## src/rtl/spi_reg_pkg.sv

```systemverilog
package spi_reg_pkg;
    localparam int REG_DATA_W = 24;
    localparam int REG_ADDR_W = 6;
    localparam int WORD_CNT_W = 4;

    typedef enum logic [2:0] {
        ST_IDLE,
        ST_CTRL,
        ST_ADDR,
        ST_DATA,
        ST_DONE
    } frame_state_e;
endpackage

```

## src/rtl/spi_pin_sync.sv

```systemverilog
module spi_pin_sync #(
    parameter int             W       = 3,
    parameter logic [W-1:0]   RST_VAL = '0
) (
    input  logic         clk,
    input  logic         rst_n,
    input  logic [W-1:0] d_in,
    output logic [W-1:0] d_sync
);
    for (genvar i = 0; i < W; i++) begin : g_bit
        logic meta_q;
        logic sync_q;
        always_ff @(posedge clk or negedge rst_n) begin
            if (!rst_n) begin
                meta_q <= RST_VAL[i];
                sync_q <= RST_VAL[i];
            end else begin
                meta_q <= d_in[i];
                sync_q <= meta_q;
            end
        end
        assign d_sync[i] = sync_q;
    end
endmodule

```

## src/rtl/spi_tx_shift.sv

```systemverilog
module spi_tx_shift #(
    parameter int W = 24
) (
    input  logic         clk,
    input  logic         rst_n,
    input  logic         clear,
    input  logic         load,
    input  logic [W-1:0] load_val,
    input  logic         shift,
    output logic         msb
);
    logic [W-1:0] sr_q;

    always_ff @(posedge clk or negedge rst_n) begin
        if (!rst_n)       sr_q <= '0;
        else if (clear)   sr_q <= '0;
        else if (load)    sr_q <= load_val;
        else if (shift)   sr_q <= {sr_q[W-2:0], 1'b0};
    end

    assign msb = sr_q[W-1];
endmodule

```

## src/rtl/spi_reg_port.sv

```systemverilog
module spi_reg_port
    import spi_reg_pkg::*;
#(
    parameter int DATA_W = REG_DATA_W,
    parameter int ADDR_W = REG_ADDR_W,
    parameter int CNT_W  = WORD_CNT_W
) (
    input  logic              clk,
    input  logic              rst_n,
    input  logic              sck,
    input  logic              sdi,
    input  logic              ssb,
    output logic              sdo,
    output logic              sdo_oe,
    output logic [ADDR_W-1:0] reg_addr,
    output logic              reg_rd,
    input  logic [DATA_W-1:0] reg_rdata,
    output logic              reg_wr,
    output logic [DATA_W-1:0] reg_wdata
);
    localparam int BYTES_PER_WORD = DATA_W / 8;
    localparam int BIDX_W         = $clog2(BYTES_PER_WORD);
    localparam int ACC_W          = DATA_W - 8;

    // synchronised pins: [2]=select, [1]=data in, [0]=clock
    logic [2:0] pin_sync;
    logic       sck_d;
    logic       sck_rise, sck_fall, sdi_q, ssb_q;

    spi_pin_sync #(.W(3), .RST_VAL(3'b100)) u_sync (
        .clk    (clk),
        .rst_n  (rst_n),
        .d_in   ({ssb, sdi, sck}),
        .d_sync (pin_sync)
    );

    always_ff @(posedge clk or negedge rst_n) begin
        if (!rst_n) sck_d <= 1'b0;
        else        sck_d <= pin_sync[0];
    end

    assign sck_rise = pin_sync[0] & ~sck_d;
    assign sck_fall = ~pin_sync[0] & sck_d;
    assign sdi_q    = pin_sync[1];
    assign ssb_q    = pin_sync[2];

    frame_state_e          state, nstate;
    logic [2:0]            bit_cnt;
    logic [BIDX_W-1:0]     byte_idx;
    logic [CNT_W-1:0]      words_left;
    logic [6:0]            rx_sr;
    logic [ACC_W-1:0]      word_acc;
    logic                  rd_mode, wr_mode;
    logic                  step_pend;
    logic                  pend_shift;
    logic                  active, byte_done, word_done;
    logic [7:0]            byte_val;

    assign active    = !ssb_q && (state == ST_CTRL || state == ST_ADDR || state == ST_DATA);
    assign byte_done = active && sck_rise && (bit_cnt == 3'd7);
    assign word_done = byte_done && (state == ST_DATA)
                       && (byte_idx == BIDX_W'(BYTES_PER_WORD - 1));
    assign byte_val  = {rx_sr, sdi_q};

    // next-state logic
    always_comb begin
        nstate = state;
        unique case (state)
            ST_IDLE: if (!ssb_q)   nstate = ST_CTRL;
            ST_CTRL: if (byte_done) nstate = ST_ADDR;
            ST_ADDR: if (byte_done) nstate = ST_DATA;
            ST_DATA: if (word_done && words_left == '0) nstate = ST_DONE;
            ST_DONE: nstate = ST_DONE;
        endcase
        if (ssb_q) nstate = ST_IDLE;
    end

    // state register
    always_ff @(posedge clk or negedge rst_n) begin
        if (!rst_n) state <= ST_IDLE;
        else        state <= nstate;
    end

    // datapath and strobes
    always_ff @(posedge clk or negedge rst_n) begin
        if (!rst_n) begin
            bit_cnt    <= '0;
            byte_idx   <= '0;
            words_left <= '0;
            rx_sr      <= '0;
            word_acc   <= '0;
            rd_mode    <= 1'b0;
            wr_mode    <= 1'b0;
            step_pend  <= 1'b0;
            pend_shift <= 1'b0;
            reg_addr   <= '0;
            reg_rd     <= 1'b0;
            reg_wr     <= 1'b0;
            reg_wdata  <= '0;
        end else begin
            reg_rd    <= 1'b0;
            reg_wr    <= 1'b0;
            step_pend <= 1'b0;
            if (ssb_q || state == ST_IDLE) begin
                bit_cnt    <= '0;
                byte_idx   <= '0;
                pend_shift <= 1'b0;
                rd_mode    <= 1'b0;
                wr_mode    <= 1'b0;
            end else begin
                if (active && sck_rise) begin
                    rx_sr   <= {rx_sr[5:0], sdi_q};
                    bit_cnt <= bit_cnt + 1'b1;
                end
                if (byte_done && state == ST_CTRL) begin
                    words_left <= byte_val[7 -: CNT_W];
                end
                if (byte_done && state == ST_ADDR) begin
                    reg_addr <= byte_val[ADDR_W+1:2];
                    rd_mode  <= byte_val[1];
                    wr_mode  <= byte_val[0] & ~byte_val[1];
                    reg_rd   <= byte_val[1];
                    byte_idx <= '0;
                end
                if (byte_done && state == ST_DATA) begin
                    word_acc <= {word_acc[ACC_W-9:0], byte_val};
                    if (word_done) begin
                        byte_idx  <= '0;
                        reg_wr    <= wr_mode;
                        reg_wdata <= {word_acc, byte_val};
                        if (words_left != '0) begin
                            words_left <= words_left - 1'b1;
                            step_pend  <= 1'b1;
                        end
                    end else begin
                        byte_idx <= byte_idx + 1'b1;
                    end
                end
                if (step_pend) begin
                    reg_addr <= reg_addr + 1'b1;
                    reg_rd   <= rd_mode;
                end
                if (state == ST_DATA && sck_rise && !word_done) pend_shift <= 1'b1;
                else if (sck_fall)                               pend_shift <= 1'b0;
            end
        end
    end

    spi_tx_shift #(.W(DATA_W)) u_tx (
        .clk      (clk),
        .rst_n    (rst_n),
        .clear    (ssb_q),
        .load     (reg_rd),
        .load_val (reg_rdata),
        .shift    (sck_fall && pend_shift && state == ST_DATA),
        .msb      (sdo)
    );

    assign sdo_oe = (state == ST_DATA) && rd_mode && !ssb_q;
endmodule

```

## config.mk

```make
export PLATFORM = sky130hd
export DESIGN_NAME = spi_reg_port
export DESIGN_NICKNAME = d
export VERILOG_FILES = /design/src/rtl/spi_reg_pkg.sv /design/src/rtl/spi_pin_sync.sv /design/src/rtl/spi_tx_shift.sv /design/src/rtl/spi_reg_port.sv
export SDC_FILE = /design/constraint.sdc
export NUM_CORES = 1
export LEC_CHECK = 0
export ABC_AREA = 0
export BUFFER_PORTS_ARGS = -buffer_cell sky130_fd_sc_hd__buf_2
export CORE_UTILIZATION = 50
export CTS_BUF_LIST = sky130_fd_sc_hd__clkbuf_8
export CTS_CLUSTER_DIAMETER = 80
export DETAILED_ROUTE_END_ITERATION = 10
export PLACE_DENSITY = 0.83
export SLEW_MARGIN = 5
export SYNTH_ARGS = -nofsm -noshare
export SYNTH_HDL_FRONTEND = slang
export SYNTH_SLANG_ARGS = --single-unit
```

## constraint.sdc

```tcl
create_clock -name clk -period 4.7 [get_ports clk]
set_input_delay 0 -clock clk [delete_from_list [all_inputs] [get_ports clk]]
set_output_delay 0 -clock clk [all_outputs]
set_load 0.005 [all_outputs]
```

==> reports/qor.csv <==
stage;metric;value;unit
drt;drt_iter0_markers;205;
global_route;grt_pass1_wl;15900;um
status;violations;DRC;
setup_path;path_depth;3;
timing;fin_crit_sh;55.33;%
setup_path;crit_required;4.95;ns
logic_synthesis;synth_seq_cells;102;
logic_synthesis;synth_xor_area_share;0;%
die;rows;34;
power_and_ir_drop;combPwrFrac;5.0;%
clock_tree;clock-root-buffer;clkbuf_8;
cells_and_area;areaGrowthSynthToFinish;17.11;%
power_and_ir_drop;power.density;291.9;nW/um^2
timing;max_freq;0.3845;GHz
global_route;grt.total_usage;20.74;%
clock_tree;insertion_delay;0.37;ns
setup_path;slowest_delay;0.97;ns
cells_and_area;n_fill_cell;648;
drt;wl_per_cell;15.87;um
power_and_ir_drop;switchingPower;383.2;uW
timing;fin_skew;0.01537;ns
logic_synthesis;synth_edf_count;0;
die;die_y;98;um
cells_and_area;final_nets;509;
logic_synthesis;synth-async-reset-ratio;100.0;%
setup_path;crit_slowest_cell;dfstp_2;
clock_tree;clock_path_buffers;2;
clock_tree;cts_tree;built;
drt;viasPerCell;5.748;
logic_synthesis;syn_inst;400;
cells_and_area;final_common_cell;dfrtp_1;
clock_tree;htreeDepth;3;
timing;relSlewSlack;18.40;%
place;gp_congestion;0.7974;
logic_synthesis;ys_seq_area_share;55.44;%
drt;vias;3380;
setup_path;cp-startpoint;u_sync.g_bit[2].sync_q$_DFF_PN1_;
logic_synthesis;synth_compound_area_share;10.43;%
setup_path;worstPathCellList;and4bb_2 -> nand4b_1 -> mux2_2;
setup_path;r2r-end;word_acc[0]$_DFFE_PN0P_;
setup_path;reg2reg_depth;3;
drt;final_antenna_net_count;0;
setup_path;r2r_slack;2.10;ns
place;hpwlAfterDp;5875;um
worst_hold_path;hold_class;input pin to asynchronous set/reset pin;
logic_synthesis;synthesis.nets;433;
cells_and_area;layout_common_cells;dfrtp_1 (100), buf_2 (61), nand2_1 (59), mux2_2 (46), nor2_1 (33);
clock_tree;clkSlewWorstSetupHoldPaths;0.10;ns
cells_and_area;diodes;0;
clock_tree;clock-sinks;102;
power_and_ir_drop;cellLeakagePower;2.587;nW
timing;period_needed;2.601;ns
setup_path;path_buf_inv;0;
power_and_ir_drop;p_int;1.192;mW
die;pin_count;63;
timing;drv_slew;0;
timing;setup_viol;0;
logic_synthesis;synthSimpleGateAreaFrac;16.24;%
logic_synthesis;synth_area;4608;um^2
drt;firstDrtPassIters;7;
power_and_ir_drop;clockPowerShare;35.7;%
timing;final-hold-violation-count;0;
die;start_util;52.33;%
flow_run;max_cap_viol_count;0;
place;numPortBuffers;62;
global_route;grt_max_degree;57;
die;die_w;98;um
logic_synthesis;yosysUniqueCellTypes;55;
global_route;antenna_found_initial;0;
timing;rsz0062_at_grt;false;
die;core;8806;um^2
power_and_ir_drop;finalPower;1.575;mW
cells_and_area;final_util;61.28;%
setup_path;crit_family;simple AND/OR/NAND/NOR gates;
logic_synthesis;synth_flop_cell;dfrtp_1;
global_route;grt_pass1_vias;3342;
power_and_ir_drop;share_seq_of_total_power;59.3;%
logic_synthesis;syn_area_per_cell;11.52;um^2
power_and_ir_drop;switching_share;24.33;%
die;die-area;9604;um^2
setup_path;path_max_fanout;35;
global_route;grt.overflow.total;0;
logic_synthesis;yosysWarningCount;0;
setup_path;crit_path_end;word_acc[0]$_DFFE_PN0P_;
timing;worst_pin_slew;1.223;ns
setup_path;r2r_start;u_sync.g_bit[2].sync_q$_DFF_PN1_;
setup_path;start_kind;flop;
logic_synthesis;synth_mux_area_share;12.65;%
clock_tree;post_cts_buffers;0;
setup_path;worstSetupPathType;flop to flop;
power_and_ir_drop;ir_drop;0.2347;mV
timing;fin_setup_tns;0;ns
logic_synthesis;synthAdderAreaFrac;1.086;%
drt;wl;9329;um
drt;drc_errors;3;
logic_synthesis;synth_top_family_by_area;simple AND/OR/NAND/NOR gates;
setup_path;end_kind;flop;
cells_and_area;drive_gt1_share;29.58;%
status;status;finished, violations left;
clock_tree;cts_buffers;9;
setup_path;crit_arrival;2.85;ns
[power by group through the flow]
stage / Clock [mW] / Combinational [mW] / Sequential [mW]
after CTS: 0.570 / 0.0791 / 0.933
final: 0.563 / 0.0783 / 0.934
after global routing: 0.614 / 0.0870 / 0.938
after floorplan: 0 / 0.0318 / 0.931
after global placement: 0 / 0.0584 / 0.950
after detailed placement: 0 / 0.0611 / 0.951
[flip-flops by register name (all words and copies together), names as in the netlist, 4 cells and up]
name / count
reg_addr: 6
reg_wdata: 24
u_tx.sr_q: 24
words_left: 4
rx_sr: 7
word_acc: 16
[metal layers]
layer	track usage, %	part of all wire [%]	vias to the layer above
met5	0	0	-
met4	8.858	2.8	0
met3	5.655	4.0	24
met2	32.50	49	87
met1	27.22	44	1675
li1	-	-	1594
[synth_stat cells, types with 3 or more instances]
master    number  share of area [%]
dfrtp_1      100                 54
nand2_1       59                4.8
mux2_2        46                 11
nor2_1        33                2.7
a311oi_1      20                3.8
o21ai_0       13                1.4
clkbuf_1      11               0.90
inv_1         10               0.81
buf_2          8               0.87
nand3_1        8               0.87
a21oi_1        7               0.76
mux2i_1        5                1.1
nor3_1         5               0.54
buf_6          4               0.98
ha_1           4                1.1
nand2b_1       4               0.54
nor2b_1        4               0.54
a311oi_2       3               0.98
a31oi_1        3               0.41
and4_1         3               0.57
and4bb_2       3               0.81
buf_4          3               0.49
nand4_1        3               0.41
nand4b_1       3               0.57
nor4b_1        3               0.57
[kinds of logic (layout without fill, tap and decap cells)]
kind of cell	count (synthesis)	after routing
compound gates	62	62
mux	52	52
buf+inv	37	117
fa+ha+maj	4	4
flops	102	102
simple gates	143	143
[worst min-delay path by stage]
stage / from / end / slack (ns) / cells past startpoint
2_1_floorplan: rst_n / bit_cnt[0]$_DFFE_PN0P_ / -0.30 / 0
5_1_grt: rst_n / reg_wdata[2]$_DFFE_PN0P_ / 0.26 / 2
3_5_place_dp: rst_n / reg_wdata[10]$_DFFE_PN0P_ / 0.09 / 1
4_1_cts: rst_n / reg_wdata[10]$_DFFE_PN0P_ / 0.22 / 2
6_report: rst_n / reg_wdata[2]$_DFFE_PN0P_ / 0.22 / 2
3_3_place_gp: rst_n / reg_wdata[9]$_DFFE_PN0P_ / 0.08 / 1
[cell type report]
cell class                      count  area, um^2  area share (%)
Clock buffer                        9       123.9           2.295
Clock inverter                      6       75.07           1.391
Inverter                           10       37.54          0.6956
Multi-Input combinational cell    261        1862           34.50
Sequential cell                   102        2555           47.35
Tap cell                          108       135.1           2.504
Timing Repair Buffer               92       608.1           11.27
[through the flow]
stage / instances / hold slack, ns / instance area (um^2) / setup WS [ns]
6_report: 588 / 0.2195 / 5396 / 2.099
5_1_grt: 588 / 0.2592 / 5396 / 1.946
4_1_cts: 588 / 0.2179 / 5396 / 2.113
2_1_floorplan: 400 / -0.2956 / 4608 / 2.829
3_3_place_gp: 545 / 0.07506 / 4917 / 2.183
3_5_place_dp: 545 / 0.08600 / 4917 / 2.128
[timing repair]
| action | in CTS | in global routing |
|---|---|---|
| hold endpoints to repair | 80 | 0 |
| gates resized for setup | 0 | 0 |
| hold buffers | 28 | 0 |
No activity file was read; power rests on OpenSTA's default activity.
